File: config.mk
export PLATFORM = sky130hd
export DESIGN_NAME = txfrm_ctrl
export DESIGN_NICKNAME = d
export VERILOG_FILES = /design/src/rtl/txf_pkg.sv /design/src/rtl/txf_pktbuf.sv /design/src/rtl/txf_strm_hold.sv /design/src/rtl/txf_crc16.sv /design/src/rtl/txfrm_ctrl.sv
export SDC_FILE = /design/constraint.sdc
export NUM_CORES = 1
export LEC_CHECK = 0
export BUFFER_PORTS_ARGS = -buffer_cell sky130_fd_sc_hd__buf_4
export CAP_MARGIN = 10
export CORE_MARGIN = 3
export CORE_UTILIZATION = 55
export CTS_BUF_LIST = sky130_fd_sc_hd__clkbuf_8
export CTS_CLUSTER_DIAMETER = 40
export DETAILED_ROUTE_END_ITERATION = 8
export HOLD_SLACK_MARGIN = 0.02
export MAX_ROUTING_LAYER = met4
export PLACE_DENSITY_LB_ADDON = 0.12
export SLEW_MARGIN = 20
export SYNTH_ARGS = -nofsm -noshare
export SYNTH_HDL_FRONTEND = slang
export SYNTH_HIERARCHICAL = 1
export SYNTH_SLANG_ARGS = --single-unit
File: constraint.sdc
create_clock -name clk -period 4.57 [get_ports clk]
set_clock_uncertainty 0.15 [all_clocks]
set_input_delay 0 -clock clk [delete_from_list [all_inputs] [get_ports clk]]
set_output_delay 0 -clock clk [all_outputs]
set_load 0.1 [all_outputs]
File: src/rtl/txf_pkg.sv
package txf_pkg;
  typedef enum logic [1:0] {
    PH_IDLE = 2'd0,
    PH_HDR  = 2'd1,
    PH_PAY  = 2'd2,
    PH_FCS  = 2'd3
  } txf_phase_e;

  localparam logic [7:0]  TXF_SFD       = 8'hA7;
  localparam logic [15:0] TXF_CRC_REFL  = 16'h8408;
  localparam int          TXF_FCS_BYTES = 2;
endpackage

File: src/rtl/txf_pktbuf.sv
module txf_pktbuf #(
  parameter int AW      = 7,
  parameter int MAX_CNT = 125
) (
  input  logic          clk,
  input  logic          rst_n,
  input  logic          wr_allow,
  input  logic          wr_valid,
  output logic          wr_ready,
  input  logic [7:0]    wr_data,
  input  logic          clear,
  input  logic [AW-1:0] rd_addr,
  output logic [7:0]    rd_data,
  output logic [AW-1:0] count
);
  localparam int DEPTH = 2**AW;

  logic [7:0]    mem [DEPTH];
  logic [AW-1:0] cnt_q;

  assign wr_ready = wr_allow && (cnt_q < AW'(MAX_CNT));
  assign count    = cnt_q;
  assign rd_data  = mem[rd_addr];

  always_ff @(posedge clk or negedge rst_n) begin
    if (!rst_n) begin
      cnt_q <= '0;
    end else if (clear) begin
      cnt_q <= '0;
    end else if (wr_valid && wr_ready) begin
      cnt_q <= cnt_q + AW'(1);
    end
  end

  always_ff @(posedge clk) begin
    if (wr_valid && wr_ready) mem[cnt_q] <= wr_data;
  end
endmodule

File: src/rtl/txf_strm_hold.sv
module txf_strm_hold #(
  parameter int LEN_W = 7
) (
  input  logic             clk,
  input  logic             rst_n,
  input  logic             start,
  input  logic [LEN_W-1:0] len,
  input  logic             active,
  input  logic             flush,
  input  logic             consume,
  input  logic             st_valid,
  output logic             st_ready,
  input  logic [7:0]       st_data,
  output logic             full,
  output logic [7:0]       data
);
  logic [LEN_W-1:0] len_q;
  logic [LEN_W-1:0] acc_q;
  logic             full_q;
  logic [7:0]       data_q;

  assign st_ready = active && !full_q && (acc_q < len_q);
  assign full     = full_q;
  assign data     = data_q;

  always_ff @(posedge clk or negedge rst_n) begin
    if (!rst_n) begin
      len_q  <= '0;
      acc_q  <= '0;
      full_q <= 1'b0;
      data_q <= '0;
    end else if (start) begin
      len_q  <= len;
      acc_q  <= '0;
      full_q <= 1'b0;
    end else if (flush) begin
      full_q <= 1'b0;
    end else begin
      if (consume) full_q <= 1'b0;
      if (st_valid && st_ready) begin
        full_q <= 1'b1;
        data_q <= st_data;
        acc_q  <= acc_q + LEN_W'(1);
      end
    end
  end
endmodule

File: src/rtl/txf_crc16.sv
module txf_crc16 #(
  parameter logic [15:0] POLY = 16'h8408
) (
  input  logic        clk,
  input  logic        rst_n,
  input  logic        clear,
  input  logic        en,
  input  logic [7:0]  din,
  output logic [15:0] crc
);
  logic [15:0] crc_q;
  logic [15:0] nxt;

  always_comb begin
    nxt = crc_q;
    for (int b = 0; b < 8; b++) begin
      if (nxt[0] ^ din[b]) nxt = (nxt >> 1) ^ POLY;
      else                 nxt = nxt >> 1;
    end
  end

  always_ff @(posedge clk or negedge rst_n) begin
    if (!rst_n)      crc_q <= '0;
    else if (clear)  crc_q <= '0;
    else if (en)     crc_q <= nxt;
  end

  assign crc = crc_q;
endmodule

File: src/rtl/txfrm_ctrl.sv
module txfrm_ctrl
  import txf_pkg::*;
#(
  parameter int LEN_W     = 7,
  parameter int PRE_BYTES = 4
) (
  input  logic             clk,
  input  logic             rst_n,
  input  logic             tx_req,
  input  logic             tx_mode,
  input  logic [LEN_W-1:0] tx_len,
  input  logic             wr_valid,
  output logic             wr_ready,
  input  logic [7:0]       wr_data,
  input  logic             st_valid,
  output logic             st_ready,
  input  logic [7:0]       st_data,
  output logic             sym_valid,
  input  logic             sym_ready,
  output logic [3:0]       sym_data,
  output logic             busy,
  output logic             irq_done,
  output logic             irq_err
);
  localparam int DEPTH     = 2**LEN_W;
  localparam int MAX_PAY   = DEPTH - 1 - TXF_FCS_BYTES;
  localparam int HDR_BYTES = PRE_BYTES + 2;
  localparam logic [LEN_W-1:0] MAX_PAY_L  = LEN_W'(MAX_PAY);
  localparam logic [LEN_W-1:0] HDR_LAST_L = LEN_W'(HDR_BYTES - 1);
  localparam logic [LEN_W-1:0] SFD_IDX_L  = LEN_W'(PRE_BYTES);
  localparam logic [LEN_W-1:0] FCS_LAST_L = LEN_W'(TXF_FCS_BYTES - 1);

  txf_phase_e       phase_q;
  logic [LEN_W-1:0] idx_q;
  logic             nib_q;
  logic [LEN_W-1:0] len_q;
  logic             strm_q;
  logic [7:0]       pay_lat_q;
  logic             done_q;
  logic             err_q;

  logic             start, fire, pay_lo, starve, underrun, frame_end;
  logic [7:0]       buf_rd, hold_data, lo_byte, cur_byte, hdr_byte;
  logic [LEN_W-1:0] buf_cnt;
  logic             hold_full;
  logic [15:0]      crc;

  assign busy      = (phase_q != PH_IDLE);
  assign pay_lo    = (phase_q == PH_PAY) && !nib_q;
  assign starve    = strm_q && pay_lo && !hold_full;
  assign sym_valid = busy && !starve;
  assign fire      = sym_valid && sym_ready;
  assign underrun  = busy && starve && sym_ready;
  assign start     = !busy && tx_req && (!tx_mode || (tx_len <= MAX_PAY_L));
  assign frame_end = fire && nib_q && (phase_q == PH_FCS) && (idx_q == FCS_LAST_L);
  assign irq_done  = done_q;
  assign irq_err   = err_q;

  txf_pktbuf #(.AW(LEN_W), .MAX_CNT(MAX_PAY)) u_buf (
    .clk      (clk),
    .rst_n    (rst_n),
    .wr_allow (!busy),
    .wr_valid (wr_valid),
    .wr_ready (wr_ready),
    .wr_data  (wr_data),
    .clear    (frame_end && !strm_q),
    .rd_addr  (idx_q),
    .rd_data  (buf_rd),
    .count    (buf_cnt)
  );

  txf_strm_hold #(.LEN_W(LEN_W)) u_hold (
    .clk      (clk),
    .rst_n    (rst_n),
    .start    (start),
    .len      (tx_len),
    .active   (busy && strm_q),
    .flush    (underrun),
    .consume  (fire && pay_lo && strm_q),
    .st_valid (st_valid),
    .st_ready (st_ready),
    .st_data  (st_data),
    .full     (hold_full),
    .data     (hold_data)
  );

  txf_crc16 #(.POLY(TXF_CRC_REFL)) u_crc (
    .clk   (clk),
    .rst_n (rst_n),
    .clear (start),
    .en    (fire && pay_lo),
    .din   (lo_byte),
    .crc   (crc)
  );

  // Header generator: preamble zeros, delimiter, then length with FCS bytes added
  always_comb begin
    if (idx_q < SFD_IDX_L)       hdr_byte = 8'h00;
    else if (idx_q == SFD_IDX_L) hdr_byte = TXF_SFD;
    else                         hdr_byte = 8'(len_q + LEN_W'(TXF_FCS_BYTES));
  end

  assign lo_byte = strm_q ? hold_data : buf_rd;

  // Frame multiplexer: header, payload, check value in turn
  always_comb begin
    unique case (phase_q)
      PH_HDR:  cur_byte = hdr_byte;
      PH_PAY:  cur_byte = nib_q ? pay_lat_q : lo_byte;
      PH_FCS:  cur_byte = (idx_q == '0) ? crc[7:0] : crc[15:8];
      default: cur_byte = 8'h00;
    endcase
  end

  assign sym_data = nib_q ? cur_byte[7:4] : cur_byte[3:0];

  always_ff @(posedge clk or negedge rst_n) begin
    if (!rst_n) begin
      phase_q   <= PH_IDLE;
      idx_q     <= '0;
      nib_q     <= 1'b0;
      len_q     <= '0;
      strm_q    <= 1'b0;
      pay_lat_q <= '0;
      done_q    <= 1'b0;
      err_q     <= 1'b0;
    end else begin
      done_q <= 1'b0;
      err_q  <= 1'b0;
      if (start) begin
        phase_q <= PH_HDR;
        idx_q   <= '0;
        nib_q   <= 1'b0;
        strm_q  <= tx_mode;
        len_q   <= tx_mode ? tx_len : buf_cnt;
      end else if (underrun) begin
        phase_q <= PH_IDLE;
        err_q   <= 1'b1;
      end else if (fire) begin
        if (!nib_q) begin
          nib_q <= 1'b1;
          if (phase_q == PH_PAY) pay_lat_q <= lo_byte;
        end else begin
          nib_q <= 1'b0;
          unique case (phase_q)
            PH_HDR: begin
              if (idx_q == HDR_LAST_L) begin
                idx_q   <= '0;
                phase_q <= (len_q == '0) ? PH_FCS : PH_PAY;
              end else begin
                idx_q <= idx_q + LEN_W'(1);
              end
            end
            PH_PAY: begin
              if (idx_q == len_q - LEN_W'(1)) begin
                idx_q   <= '0;
                phase_q <= PH_FCS;
              end else begin
                idx_q <= idx_q + LEN_W'(1);
              end
            end
            PH_FCS: begin
              if (idx_q == FCS_LAST_L) begin
                phase_q <= PH_IDLE;
                idx_q   <= '0;
                done_q  <= 1'b1;
              end else begin
                idx_q <= idx_q + LEN_W'(1);
              end
            end
            default: phase_q <= PH_IDLE;
          endcase
        end
      end
    end
  end
endmodule

==> out/results.env <==
HOLD_DEPTH=2
TIGHTEST_SLEW_MARGIN_RELATIVE_TO_THE_LIMIT_PCT=28.6
POSTSYNTHREGISTERBITS=1094
POST_SYNTHESIS_SIMPLE_GATE_AREA_FRACTION_PCT=3.09
CLK_LATENCY_PS=820
SYNTH-COMPOUND-AREA-SHARE_PCT=1.65
CLOCK_SINKS=1094
CORE.ROWCOUNT=103
ROUTED_VIA_DENSITY=6.18
NUMPLACEDINSTANCES=3176
CORE_REGION_AREA_UM2=79300
SYNTH.TOP_CELLS.BY_AREA='edfxtp_1, mux4_2, dfrtp_1'
DP_WORST_SETUP_SLACK_PS=196
RSZ0062_AT_GRT='yes'
CRITPATHLAUNCHTYPE='flip-flop'
MUX_CONTRIBUTION_TO_SYNTHESIZED_AREA_PCT=18.4
WORSTPATHARRIVAL_PS=4710
DRC_ERRORS=0
CLK_TRANSITION_REPORTED_PATHS_PS=60
SYNTHESIS.INSTANCES=2089
SYNTH.LIB_CELLS_USED.DISTINCT=73
WORSTREGTOREGCELLS=15
FINAL_LAYOUT_SIZE_SUFFIX_GT1_SHARE_PCT=31.9
PEAKVDDDROP_mV=0.349
SYNTHTOPCELLSBYCOUNT='edfxtp_1, mux4_2, nor2_1'
TIMING.SETUP.CRITICAL_PATH_CLASS='flip-flop to output pin'
ROUTABILITYCONGESTION=0.852
GRT_ANTENNA_BEFORE_REPAIR=7
OUTCOME='finished, violations left'
IOS=40
POWER.LEAKAGE_nW=16.7
FINALWORSTPATHREQUIREDPERIOD_PS=4860
DRV.MAX_CAP_VIOLATION_COUNT=0
WL_PER_CELL_UM=28.4
SYNTH_EDF_COUNT=1024
CTS_BUFFER_DEPTH=3
AREA_GROWTH_PCT=16.5
MAX_CLK_RATE_MHz=206
SYNTH_FF_TYPE='edfxtp_1'
SYNTH_TOP_FAMILY_BY_AREA='multiplexers'
PLACED_AREA_UM2=46300
DIE_H_UM=289
FINAL_HOLD_VIOL_COUNT=0
YS_SEQ_AREA_SHARE_PCT=73.6
PWR_DENSITY_CELL_nW_PER_UM2=558
TIMING.CRITICAL_PATH.REQUIRED_PS=4420
MAX_SLEW.WORST_PIN.SLEW_PS=1070
CTS_BUFFERS=176
XOR_XNOR_SHARE_OF_THE_SYNTHESIZED_AREA_PCT=1.33
HTREE_NUM_LEVELS=4
HOLD_PATH_CLASS='input pin to flip-flop'
POST-SYNTH-TOP-COUNT-CELL='edfxtp_1'
POST-DP-HPWL_UM=62200
FILL_CELLS=5216
AREA_TAKEN_BY_FLIP_FLOPS_AND_LATCHES_UM2=32500
DRT-PASS1-ITER-COUNT=5
SETUP_TNS_PS=-1050
SYN_AVG_CELL_AREA_UM2=21.1
YS_ASYNC_SR_FRACTION_PCT=6.40
GRT_PASS1_WL_UM=153000
WHS_PS=128
FAILING_CHECKS='negative setup slack'
R2R-START='idx_q[0]$_DFFE_PN0P_'
WORST_REG2REG_SETUP_SLACK_PS=40
GRT_OVERFLOW=0
DIE_AREA_UM2=83700
ROUTED_WL_UM=103000
POST-SYNTH-TOP-AREA-CELL='edfxtp_1'
VIA_COUNT_OF_THE_FIRST_GLOBAL_ROUTING_PASS=22997
CRITICAL_PATH.MAX_FANOUT=7
GLOBALROUTETOTALUTIL_PCT=26.1
DIE-WIDTH_UM=289
TIMING.RR.END='u_crc/crc[10]$_DFFE_PN0P_'
TIMING.FINAL.WS_SETUP_PS=-289
DESIGN_AREA_FINAL_UM2=51400
PERIOD_SHARE_PCT=106
SYNTH-ADDER-AREA-SHARE_PCT=0.567
AREA_OF_THE_MULTI_INPUT_GATES_UM2=11300
SETUP_VIOL_COUNT_FINAL=4
SYNTH.YOSYS.WARNINGS=6
SETUP.WORST_PATH.END_CLASS='output pin'
YOSYSTOPAREACELLSHARE_PCT=69.7
GRT_MAX_DEGREE=82
ANTENNA_LEFT=0
HOLD_PATH_STARTPOINT='wr_data[2]'
WORST_HOLD_PATH.ENDPOINT='u_buf/mem[76][2]$_DFFE_PP_'
PLACE.PORT_BUFFERS=39
START_UTIL_PCT=55.7
CTS_ROOT_BUF='clkbuf_8'
SYNTHESIS.AREA_UM2=44100
TIMING_MAX_TRANSITION_VIOLATIONS_FINAL=0
FINAL-INSTANCE-COUNT-EXCL-FILL=3617
FINAL_LAYOUT_NET_COUNT=2473
CTS_TREE='yes'
DR.FIRST_ITER.DRC_COUNT=2284
ROUTE.VIAS.TOTAL=22345
worst max-delay path by stage:
stage | slack, ps | startpoint | to | depth (start not counted)
2_1_floorplan | 250 | idx_q[0]$_DFFE_PN0P_ | u_crc/crc[8]$_DFFE_PN0P_ | 10
3_3_place_gp | 210 | idx_q[0]$_DFFE_PN0P_ | sym_data[3] | 10
3_5_place_dp | 200 | idx_q[0]$_DFFE_PN0P_ | u_crc/crc[7]$_DFFE_PN0P_ | 10
4_1_cts | -330 | idx_q[0]$_DFFE_PN0P_ | sym_data[3] | 12
5_1_grt | -410 | idx_q[0]$_DFFE_PN0P_ | sym_data[0] | 13
6_report | -290 | idx_q[0]$_DFFE_PN0P_ | sym_data[0] | 13
where the power goes:
part | total, W | internal (W) | switching (W) | leakage, nW
registers | 0.0118 | 0.0113 | 0.000510 | 10.1
logic | 0.00873 | 0.00458 | 0.00415 | 4.66
clock network | 0.00816 | 0.00433 | 0.00383 | 1.93
total | 0.0287 | 0.0202 | 0.00849 | 16.7
cell usage in the layout (no fill, tap or decap), drive strengths merged, types with 18 or more instances in the layout:
cell type,count
buf,168
nand3,20
mux4,336
inv,84
xnor2,24
mux2,37
edfxtp,1024
dlygate4sd3,71
nand2,59
a21oi,18
ha,20
clkinv,66
dfrtp,70
o21ai,27
conb,24
nor2,163
clkbuf,183
layer usage:
| metal | GRT usage, % | share of wire (%) | wire length [um] | vias to the layer above |
|---|---|---|---|---|
| li1 | - | - | - | 9354 |
| met1 | 37.3 | 42 | 43000 | 11872 |
| met2 | 39.1 | 48 | 49100 | 959 |
| met3 | 5.43 | 8.0 | 8160 | 160 |
| met4 | 7.04 | 2.2 | 2220 | 0 |
| met5 | - | 0 | 0 | - |
final cells by class:
type	count	share of cell area, %
sequential	1094	63.2
multi-input combinational	881	22.1
timing repair buffer	244	5.26
clock buffer	183	4.90
tap	1050	2.56
clock inverter	136	1.78
inverter	26	0.190
antenna	3	0.0146
critical path, cell delays in order, from the launching register on:
cell and delay (ps):
dfrtp_4 490, buf_12 160, buf_12 140, buf_12 120, buf_16 140, mux4_2 460
mux4_2 580, mux4_2 550, mux2_4 290, mux2_4 280, a21oi_2 140, o221a_2 250
a311oi_4 60, buf_12 240
repair_timing:
action / 4_1_cts / 5_1_grt
pin swaps: 8 / 11
endpoints found under the hold margin: 696 / 0
buffers inserted: 36 / 4
endpoints found under the setup margin: 4 / 13
resized for setup: 40 / 13
hold buffers: 72 / 0
gates cloned: 7 / 0
metrics by stage:
| stage | total power [W] | utilization, % |
|---|---|---|
| CTS | 0.0286 | 64.7 |
| global placement | 0.0195 | 58.5 |
| detailed placement | 0.0196 | 58.5 |
| global route | 0.0298 | 64.9 |
| floorplan | 0.0170 | - |
| finish | 0.0287 | 64.9 |
state kept, by name, indices dropped and copies added, names as in the netlist:
signal	count
u_hold/acc_q	7
phase_q	2
irq_done	1
u_buf/count	7
u_crc/crc	16
u_hold/data	8
u_hold/len_q	7
pay_lat_q	4
nib_q	1
u_buf/mem	1024
u_hold/full	1
idx_q	7
len_q	7
irq_err	1
strm_q	1
cells by family (layout without fill, tap and decap cells):
kind of cell,after synthesis,after routing
AO/OA/AOI/OAI,104,104
XOR/XNOR,43,43
multiplexers,385,385
other,1,27
flip-flops,1094,1094
buffers and inverters,137,589
AND/OR/NAND/NOR,305,305
adder cells (fa/ha/maj),20,20
Power figures use the tool's default switching activity.
